$ cat config.mk
export PLATFORM = sky130hd
export DESIGN_NAME = tx_page_walker
export DESIGN_NICKNAME = d
export VERILOG_FILES = /design/src/rtl/tpw_pkg.sv /design/src/rtl/tpw_ctl.sv /design/src/rtl/tpw_fsm.sv /design/src/rtl/tx_page_walker.sv
export SDC_FILE = /design/constraint.sdc
export NUM_CORES = 1
export LEC_CHECK = 0
export ABC_AREA = 1
export BUFFER_PORTS_ARGS = -buffer_cell sky130_fd_sc_hd__buf_2
export CAP_MARGIN = 15
export CELL_PAD_IN_SITES_DETAIL_PLACEMENT = 1
export CELL_PAD_IN_SITES_GLOBAL_PLACEMENT = 1
export CORE_MARGIN = 2
export CORE_UTILIZATION = 45
export DETAILED_ROUTE_END_ITERATION = 16
export PLACE_DENSITY = 0.82
export RECOVER_POWER = 25
export REMOVE_ABC_BUFFERS = 1
export SYNTH_ARGS = -nofsm -noshare
export SYNTH_HDL_FRONTEND = slang
export SYNTH_SLANG_ARGS = --single-unit
$ cat constraint.sdc
create_clock -name clk -period 10.2 [get_ports clk]
set_clock_uncertainty 0.1 [all_clocks]
set_input_delay 1.02 -clock clk [delete_from_list [all_inputs] [get_ports clk]]
set_output_delay 1.02 -clock clk [all_outputs]
set_load 0.03 [all_outputs]
$ cat src/rtl/tpw_pkg.sv
package tpw_pkg;
  typedef enum logic [3:0] {
    WS_IDLE,   // waiting for run and a pending doorbell
    WS_HREQ,   // header read request
    WS_HWAIT,  // header read response
    WS_SEND,   // present one message word downstream
    WS_DREQ,   // payload read request
    WS_DWAIT,  // payload read response
    WS_LREQ,   // link low-word request
    WS_LWAIT,  // link low-word response
    WS_UREQ,   // link high-word request
    WS_UWAIT,  // link high-word response
    WS_ERR     // malformed record, parked until hold
  } walk_st_e;

  localparam int WORD_BYTES = 4;
  localparam int MIN_REC_BYTES = 4;
endpackage

$ cat src/rtl/tpw_ctl.sv
module tpw_ctl #(
  parameter int ADDR_W     = 64,
  parameter int CNT_W      = 8,
  parameter int HOLD_BIT   = 0,
  parameter int UNCONF_BIT = 1
) (
  input  logic              clk,
  input  logic              rst_n,
  input  logic [31:0]       cfg_wdata,
  input  logic              cfg_base_lo_we,
  input  logic              cfg_base_hi_we,
  input  logic              cfg_ctl_set_we,
  input  logic              cfg_ctl_clr_we,
  input  logic              db_we,
  input  logic              msg_done,
  output logic              hold,
  output logic              run,
  output logic              pend_nz,
  output logic [ADDR_W-1:0] base_addr
);
  localparam int HI_W = ADDR_W - 32;

  logic             hold_q, hold_d, unconf_q, unconf_d;
  logic [31:0]      base_lo_q, base_lo_d;
  logic [HI_W-1:0]  base_hi_q, base_hi_d;
  logic [CNT_W-1:0] pend_q, pend_d;
  logic             inc, dec;

  always_comb begin
    hold_d    = hold_q;
    unconf_d  = unconf_q;
    base_lo_d = base_lo_q;
    base_hi_d = base_hi_q;
    if (cfg_ctl_set_we) begin
      hold_d   = hold_d   | cfg_wdata[HOLD_BIT];
      unconf_d = unconf_d | cfg_wdata[UNCONF_BIT];
    end
    if (cfg_ctl_clr_we) begin
      hold_d   = hold_d   & ~cfg_wdata[HOLD_BIT];
      unconf_d = unconf_d & ~cfg_wdata[UNCONF_BIT];
    end
    if (cfg_base_lo_we) base_lo_d = cfg_wdata;
    if (cfg_base_hi_we) base_hi_d = cfg_wdata[HI_W-1:0];

    inc = db_we && (cfg_wdata == 32'd1) && !hold_q && (pend_q != {CNT_W{1'b1}});
    dec = msg_done;
    pend_d = pend_q;
    if (hold_q)            pend_d = '0;
    else if (inc && !dec)  pend_d = pend_q + CNT_W'(1);
    else if (dec && !inc)  pend_d = pend_q - CNT_W'(1);
  end

  always_ff @(posedge clk or negedge rst_n) begin
    if (!rst_n) begin
      hold_q    <= 1'b1;
      unconf_q  <= 1'b1;
      base_lo_q <= '0;
      base_hi_q <= '0;
      pend_q    <= '0;
    end else begin
      hold_q    <= hold_d;
      unconf_q  <= unconf_d;
      base_lo_q <= base_lo_d;
      base_hi_q <= base_hi_d;
      pend_q    <= pend_d;
    end
  end

  assign hold      = hold_q;
  assign run       = !hold_q && !unconf_q;
  assign pend_nz   = (pend_q != '0);
  assign base_addr = {base_hi_q, base_lo_q};

  // the walker never completes a message the count does not cover
  a_r5_no_underflow: assert property (@(posedge clk) disable iff (!rst_n)
    msg_done |-> (pend_q != '0));
  // hold empties the outstanding count
  a_r9_hold_clears_count: assert property (@(posedge clk) disable iff (!rst_n)
    hold_q |=> (pend_q == '0));
endmodule

$ cat src/rtl/tpw_fsm.sv
module tpw_fsm
  import tpw_pkg::*;
#(
  parameter int          ADDR_W     = 64,
  parameter int          PAGE_BYTES = 2048,
  parameter logic [15:0] LINK_TYPE  = 16'h1001
) (
  input  logic              clk,
  input  logic              rst_n,
  input  logic              hold,
  input  logic              run,
  input  logic              pend_nz,
  input  logic [ADDR_W-1:0] base_addr,
  output logic              rd_req_valid,
  input  logic              rd_req_ready,
  output logic [ADDR_W-1:0] rd_req_addr,
  input  logic              rd_rsp_valid,
  input  logic [31:0]       rd_rsp_data,
  output logic              tx_valid,
  input  logic              tx_ready,
  output logic [31:0]       tx_data,
  output logic              tx_sop,
  output logic              tx_eop,
  output logic              msg_done,
  output logic              link_evt,
  output logic              walk_err
);
  localparam int PG_W = $clog2(PAGE_BYTES);
  localparam int SUM_W = 17;
  localparam int LW = 15;

  walk_st_e          st_q, st_d;
  logic [ADDR_W-1:0] ptr_q, ptr_d;
  logic [31:0]       word_q, word_d, lo_q, lo_d;
  logic [LW-1:0]     left_q, left_d;
  logic              first_q, first_d, err_q, err_d, link_q, link_d;

  logic [15:0]       hdr_size, hdr_type;
  logic [SUM_W-1:0]  off_sum;
  logic [LW-1:0]     hdr_words;
  logic              hdr_bad;

  always_comb begin
    hdr_size  = rd_rsp_data[15:0];
    hdr_type  = rd_rsp_data[31:16];
    off_sum   = SUM_W'(ptr_q[PG_W-1:0]) + SUM_W'(hdr_size);
    hdr_words = LW'((SUM_W'(hdr_size) + SUM_W'(WORD_BYTES - 1)) >> 2);
    hdr_bad   = (hdr_size < 16'(MIN_REC_BYTES)) || (off_sum > SUM_W'(PAGE_BYTES));
  end

  always_comb begin
    st_d     = st_q;
    ptr_d    = ptr_q;
    word_d   = word_q;
    lo_d     = lo_q;
    left_d   = left_q;
    first_d  = first_q;
    err_d    = err_q;
    link_d   = 1'b0;
    msg_done = 1'b0;
    if (hold) begin
      st_d  = WS_IDLE;
      ptr_d = base_addr;
      err_d = 1'b0;
    end else begin
      unique case (st_q)
        WS_IDLE:  if (run && pend_nz) st_d = WS_HREQ;
        WS_HREQ:  if (rd_req_ready) st_d = WS_HWAIT;
        WS_HWAIT: if (rd_rsp_valid) begin
          if (hdr_bad) begin
            err_d = 1'b1;
            st_d  = WS_ERR;
          end else if (hdr_type == LINK_TYPE) begin
            ptr_d = ptr_q + ADDR_W'(WORD_BYTES);
            st_d  = WS_LREQ;
          end else begin
            word_d  = rd_rsp_data;
            left_d  = hdr_words;
            first_d = 1'b1;
            st_d    = WS_SEND;
          end
        end
        WS_SEND: if (tx_ready) begin
          ptr_d   = ptr_q + ADDR_W'(WORD_BYTES);
          first_d = 1'b0;
          left_d  = left_q - LW'(1);
          if (left_q == LW'(1)) begin
            msg_done = 1'b1;
            st_d     = WS_IDLE;
          end else begin
            st_d = WS_DREQ;
          end
        end
        WS_DREQ:  if (rd_req_ready) st_d = WS_DWAIT;
        WS_DWAIT: if (rd_rsp_valid) begin
          word_d = rd_rsp_data;
          st_d   = WS_SEND;
        end
        WS_LREQ:  if (rd_req_ready) st_d = WS_LWAIT;
        WS_LWAIT: if (rd_rsp_valid) begin
          lo_d  = rd_rsp_data;
          ptr_d = ptr_q + ADDR_W'(WORD_BYTES);
          st_d  = WS_UREQ;
        end
        WS_UREQ:  if (rd_req_ready) st_d = WS_UWAIT;
        WS_UWAIT: if (rd_rsp_valid) begin
          ptr_d  = ADDR_W'({rd_rsp_data, lo_q});
          link_d = 1'b1;
          st_d   = WS_IDLE;
        end
        WS_ERR:   st_d = WS_ERR;
        default:  st_d = WS_IDLE;
      endcase
    end
  end

  always_ff @(posedge clk or negedge rst_n) begin
    if (!rst_n) begin
      st_q    <= WS_IDLE;
      ptr_q   <= '0;
      word_q  <= '0;
      lo_q    <= '0;
      left_q  <= '0;
      first_q <= 1'b0;
      err_q   <= 1'b0;
      link_q  <= 1'b0;
    end else begin
      st_q    <= st_d;
      ptr_q   <= ptr_d;
      word_q  <= word_d;
      lo_q    <= lo_d;
      left_q  <= left_d;
      first_q <= first_d;
      err_q   <= err_d;
      link_q  <= link_d;
    end
  end

  assign rd_req_valid = (st_q == WS_HREQ) || (st_q == WS_DREQ) ||
                        (st_q == WS_LREQ) || (st_q == WS_UREQ);
  assign rd_req_addr  = ptr_q;
  assign tx_valid     = (st_q == WS_SEND);
  assign tx_data      = word_q;
  assign tx_sop       = first_q;
  assign tx_eop       = (left_q == LW'(1));
  assign link_evt     = link_q;
  assign walk_err     = err_q;

  // a pending read keeps its address until accepted
  a_r11_req_stable: assert property (@(posedge clk) disable iff (!rst_n)
    (rd_req_valid && !rd_req_ready && !hold) |=> (rd_req_valid && $stable(rd_req_addr)));
  // a stalled word is held unchanged
  a_r12_tx_stable: assert property (@(posedge clk) disable iff (!rst_n)
    (tx_valid && !tx_ready && !hold) |=>
      (tx_valid && $stable(tx_data) && $stable(tx_sop) && $stable(tx_eop)));
  // error is sticky and silences both ports
  a_r8_err_sticky: assert property (@(posedge clk) disable iff (!rst_n)
    (walk_err && !hold) |=> walk_err);
  a_r8_err_quiet: assert property (@(posedge clk) disable iff (!rst_n)
    walk_err |-> (!rd_req_valid && !tx_valid));
  // link event lasts a single cycle
  a_r7_link_pulse: assert property (@(posedge clk) disable iff (!rst_n)
    link_evt |=> !link_evt);
endmodule

$ cat src/rtl/tx_page_walker.sv
module tx_page_walker #(
  parameter int          ADDR_W     = 64,
  parameter int          CNT_W      = 8,
  parameter int          PAGE_BYTES = 2048,
  parameter logic [15:0] LINK_TYPE  = 16'h1001
) (
  input  logic              clk,
  input  logic              rst_n,
  input  logic [31:0]       cfg_wdata,
  input  logic              cfg_base_lo_we,
  input  logic              cfg_base_hi_we,
  input  logic              cfg_ctl_set_we,
  input  logic              cfg_ctl_clr_we,
  input  logic              db_we,
  output logic              rd_req_valid,
  input  logic              rd_req_ready,
  output logic [ADDR_W-1:0] rd_req_addr,
  input  logic              rd_rsp_valid,
  input  logic [31:0]       rd_rsp_data,
  output logic              tx_valid,
  input  logic              tx_ready,
  output logic [31:0]       tx_data,
  output logic              tx_sop,
  output logic              tx_eop,
  output logic              link_evt,
  output logic              walk_err
);
  logic [1:0]        rsync_q;
  logic              rst_ns;
  logic              hold, run, pend_nz, msg_done;
  logic [ADDR_W-1:0] base_addr;

  always_ff @(posedge clk or negedge rst_n) begin
    if (!rst_n) rsync_q <= 2'b00;
    else        rsync_q <= {rsync_q[0], 1'b1};
  end
  assign rst_ns = rsync_q[1];

  tpw_ctl #(
    .ADDR_W(ADDR_W), .CNT_W(CNT_W), .HOLD_BIT(0), .UNCONF_BIT(1)
  ) u_ctl (
    .clk(clk), .rst_n(rst_ns), .cfg_wdata(cfg_wdata),
    .cfg_base_lo_we(cfg_base_lo_we), .cfg_base_hi_we(cfg_base_hi_we),
    .cfg_ctl_set_we(cfg_ctl_set_we), .cfg_ctl_clr_we(cfg_ctl_clr_we),
    .db_we(db_we), .msg_done(msg_done), .hold(hold), .run(run),
    .pend_nz(pend_nz), .base_addr(base_addr)
  );

  tpw_fsm #(
    .ADDR_W(ADDR_W), .PAGE_BYTES(PAGE_BYTES), .LINK_TYPE(LINK_TYPE)
  ) u_fsm (
    .clk(clk), .rst_n(rst_ns), .hold(hold), .run(run), .pend_nz(pend_nz),
    .base_addr(base_addr), .rd_req_valid(rd_req_valid), .rd_req_ready(rd_req_ready),
    .rd_req_addr(rd_req_addr), .rd_rsp_valid(rd_rsp_valid), .rd_rsp_data(rd_rsp_data),
    .tx_valid(tx_valid), .tx_ready(tx_ready), .tx_data(tx_data), .tx_sop(tx_sop),
    .tx_eop(tx_eop), .msg_done(msg_done), .link_evt(link_evt), .walk_err(walk_err)
  );
endmodule

==> run metrics <==
sequential area share after synthesis=40.2%; CTS tree=built; Clk pin slew, worst setup/hold paths=0.06 ns; Int Power=between 2 and 2.5 mW; Crit Path Class=flop to async pin; Post-CTS Setup Inserts=0; WP data arrival=between 5 and 6 ns; routability cong.=approximately 0.94; DR WL/cell=approximately 22 µm; Register-to-Register Path Depth=2; EDFF count, synth=0; GRT Overall Usage=between 30 and 40%; Async SR Flop Fraction=100%; hold_buf cts=0; First DRT Iteration DRCs=between 900 and 1000; Slew Limit Fails=around 180; RSZ-0062 raised after global routing=no; Cell Area, Synth=roughly 14000 µm²; Pwr per Cell Area=approximately 290 nW/µm²; diode count=0; layout cells sized above 1=between 10% and 20%; static leakage=about 7.9 nW; worst r2r dst=u_ctl.base_hi_q[27]$_DFFE_PN0P_; worst hold path type=input pin to async pin; die height=between 150 and 200 µm; Yosys reg bits=226; DR pass1 iterations=5; Nets=2211; Die ar.=between 30000 and 40000 µm²; post-cts sizing count=0; Via Count=14700; reg-to-reg startpoint=rsync_q[1]$_DFF_PN0_; Flop pwr share=between 30% and 40%; port bufs=175; failing checks=max-capacitance violations, max-slew violations; vias in the first global route=15500; Starting Density=between 40% and 50%; crit path launch=rsync_q[1]$_DFF_PN0_; Clk pwr share=between 20% and 30%; Die W=181 µm; CP Max Fanout=66; wire length of the first global-routing pass=88.2 mm; yosys warns=0; CTS max path bufs=3; Tcrit/Tclk final=between 50 and 60%; Achievable Freq=about 190 MHz; total of max-cap violations=3; Setup crit start kind=flop; worst path required time=10.66 ns; setup TNS=0 ns; most frequent cells in the layout=604 x nand2_1, 224 x dfrtp_1, 195 x inv_1; FP Rows=between 60 and 70; most common cell after layout, fill and taps aside=nand2_1; fillers=about 4000; switching power=roughly 2.2 mW; dpl hpwl=between 40 and 50 mm; Fin. Hold Viols=0; gr ovfl total=0; Syn Area/Cell=~7.1 µm²; total power=approximately 4.6 mW; measured slew at the worst slew-check pin=3.82 ns; Syn Inst Count=1982; CP Capture Type=async pin; TritonCTS buffer count=26; Sw Ratio=between 40 and 50%; number of remaining DRC errors=0; worst skew pair latency=~0.55 ns; htree depth=1; initial antenna violation count=0; final instance area=16100 µm²; slack of the worst reg-to-reg path=~5 ns; status=finished, violations left; CTS Root Cell=clkbuf_16; Synth cell types=46; largest net degree at the start of global routing=86; main flop type after synthesis=dfrtp_1; CTS Sinks=between 200 and 250; Vias/cell=5.80; Slew HR=-155%; placed instance area=~15000 µm²; I/O pin count=between 150 and 200; final setup margin=between 4 and 5 ns; pre-CTS WS=between 5 and 6 ns; Layout area overhead=14.4%; Core ar.=around 30000 µm²; Tmin final=between 5 and 6 ns; Final setup viols=0; post-route ant nets=0; Comb pwr share=about 45%; VDD IR max=between 0.00015 and 0.0002 V; Post-Route WL=roughly 56 mm
==> final cells by class <==
class	instances	area, µm²	share of cell area [%]
clock buffer	36	779	4.84
clock inverter	12	166	1.03
inverter	201	754	4.68
multi-input combinational	1468	7280	45.2
sequential	226	5660	35.1
tap	396	495	3.07
timing repair buffer	191	985	6.11
==> cell usage after synthesis (all sizes together) (17+ instances only) <==
| master | n | area [µm²] |
|---|---|---|
| ha | 21 | 263 |
| nand4 | 85 | 532 |
| nand2 | 610 | 2300 |
| buf | 34 | 229 |
| xor2 | 19 | 166 |
| nand3 | 148 | 751 |
| o21ai | 220 | 1180 |
| o211ai | 20 | 150 |
| dfrtp | 224 | 5610 |
| a21oi | 27 | 146 |
| clkbuf | 53 | 199 |
| xnor2 | 17 | 149 |
| inv | 200 | 751 |
| nor3 | 40 | 200 |
| mux2 | 24 | 270 |
| nor2 | 167 | 634 |
==> power groups by stage <==
stage | Clock (mW) | Sequential (mW) | Combinational [mW]
floorplan | 0 | 1.74 | 1.06
global route | 1.08 | 1.55 | 2.27
detailed placement | 0 | 1.52 | 2.05
finish | 1.03 | 1.52 | 2.06
global placement | 0 | 1.51 | 1.97
CTS | 1.04 | 1.51 | 2.06
==> kinds of logic after synthesis <==
group,Yosys count,synth area share (%)
adder cells (fa/ha/maj),23,2.15
flip-flops,226,40.2
AND/OR/NAND/NOR,1085,33.0
multiplexers,24,1.92
other,1,0.0266
buffers and inverters,288,8.40
AO/OA/AOI/OAI,299,12.1
XOR/XNOR,36,2.24
==> worst max path at each step <==
| stage | to | slack [ns] | cells after the start |
|---|---|---|---|
| final | u_ctl.base_hi_q[27]$_DFFE_PN0P_ | 4.93 | 2 |
| after global routing | u_ctl.base_hi_q[27]$_DFFE_PN0P_ | 4.06 | 2 |
| after CTS | u_ctl.pend_q[7]$_DFFE_PN0P_ | 5.47 | 17 |
| after detailed placement | u_ctl.pend_q[7]$_DFFE_PN0P_ | 5.03 | 17 |
| after global placement | u_ctl.pend_q[7]$_DFFE_PN0P_ | 4.94 | 17 |
| after floorplan | u_ctl.base_hi_q[0]$_DFFE_PN0P_ | 3.34 | 0 |
==> metrics by stage <==
stage	util, %	std cells	hold slack (ns)
floorplan	-	1895	0.231
global placement	49.5	2482	0.202
detailed placement	49.5	2482	0.204
CTS	52.6	2530	0.137
global route	52.5	2530	0.157
finish	52.5	2530	0.157
==> critical path, stage by stage, from the launching register on <==
cell      delay, ns
dfrtp_1        1.31
clkbuf_1       2.77
buf_4          0.99
==> sequential cells by signal, indices dropped and copies added (netlist names), named ones only <==
name               count
rsync_q                2
u_ctl.base_hi_q       32
u_ctl.base_lo_q       32
u_ctl.pend_q           8
u_fsm.left_q          15
u_fsm.link_evt         1
u_fsm.lo_q            32
u_fsm.rd_req_addr     64
u_fsm.st_q             4
u_fsm.tx_data         32
u_fsm.tx_sop           1
u_fsm.walk_err         1
==> layer usage <==
layer  global-route usage, %  routed length [µm]  vias to the layer above  share of wire [%]
met4                    9.03                1420                        0                2.5
met1                    43.1               23900                     7359                 43
li1                        -                   -                     6773                  -
met5                       0                   0                        -                  0
met3                    3.97                2670                       94                4.8
met2                    61.3               28100                      439                 50
(Power assumes the default switching activity.)
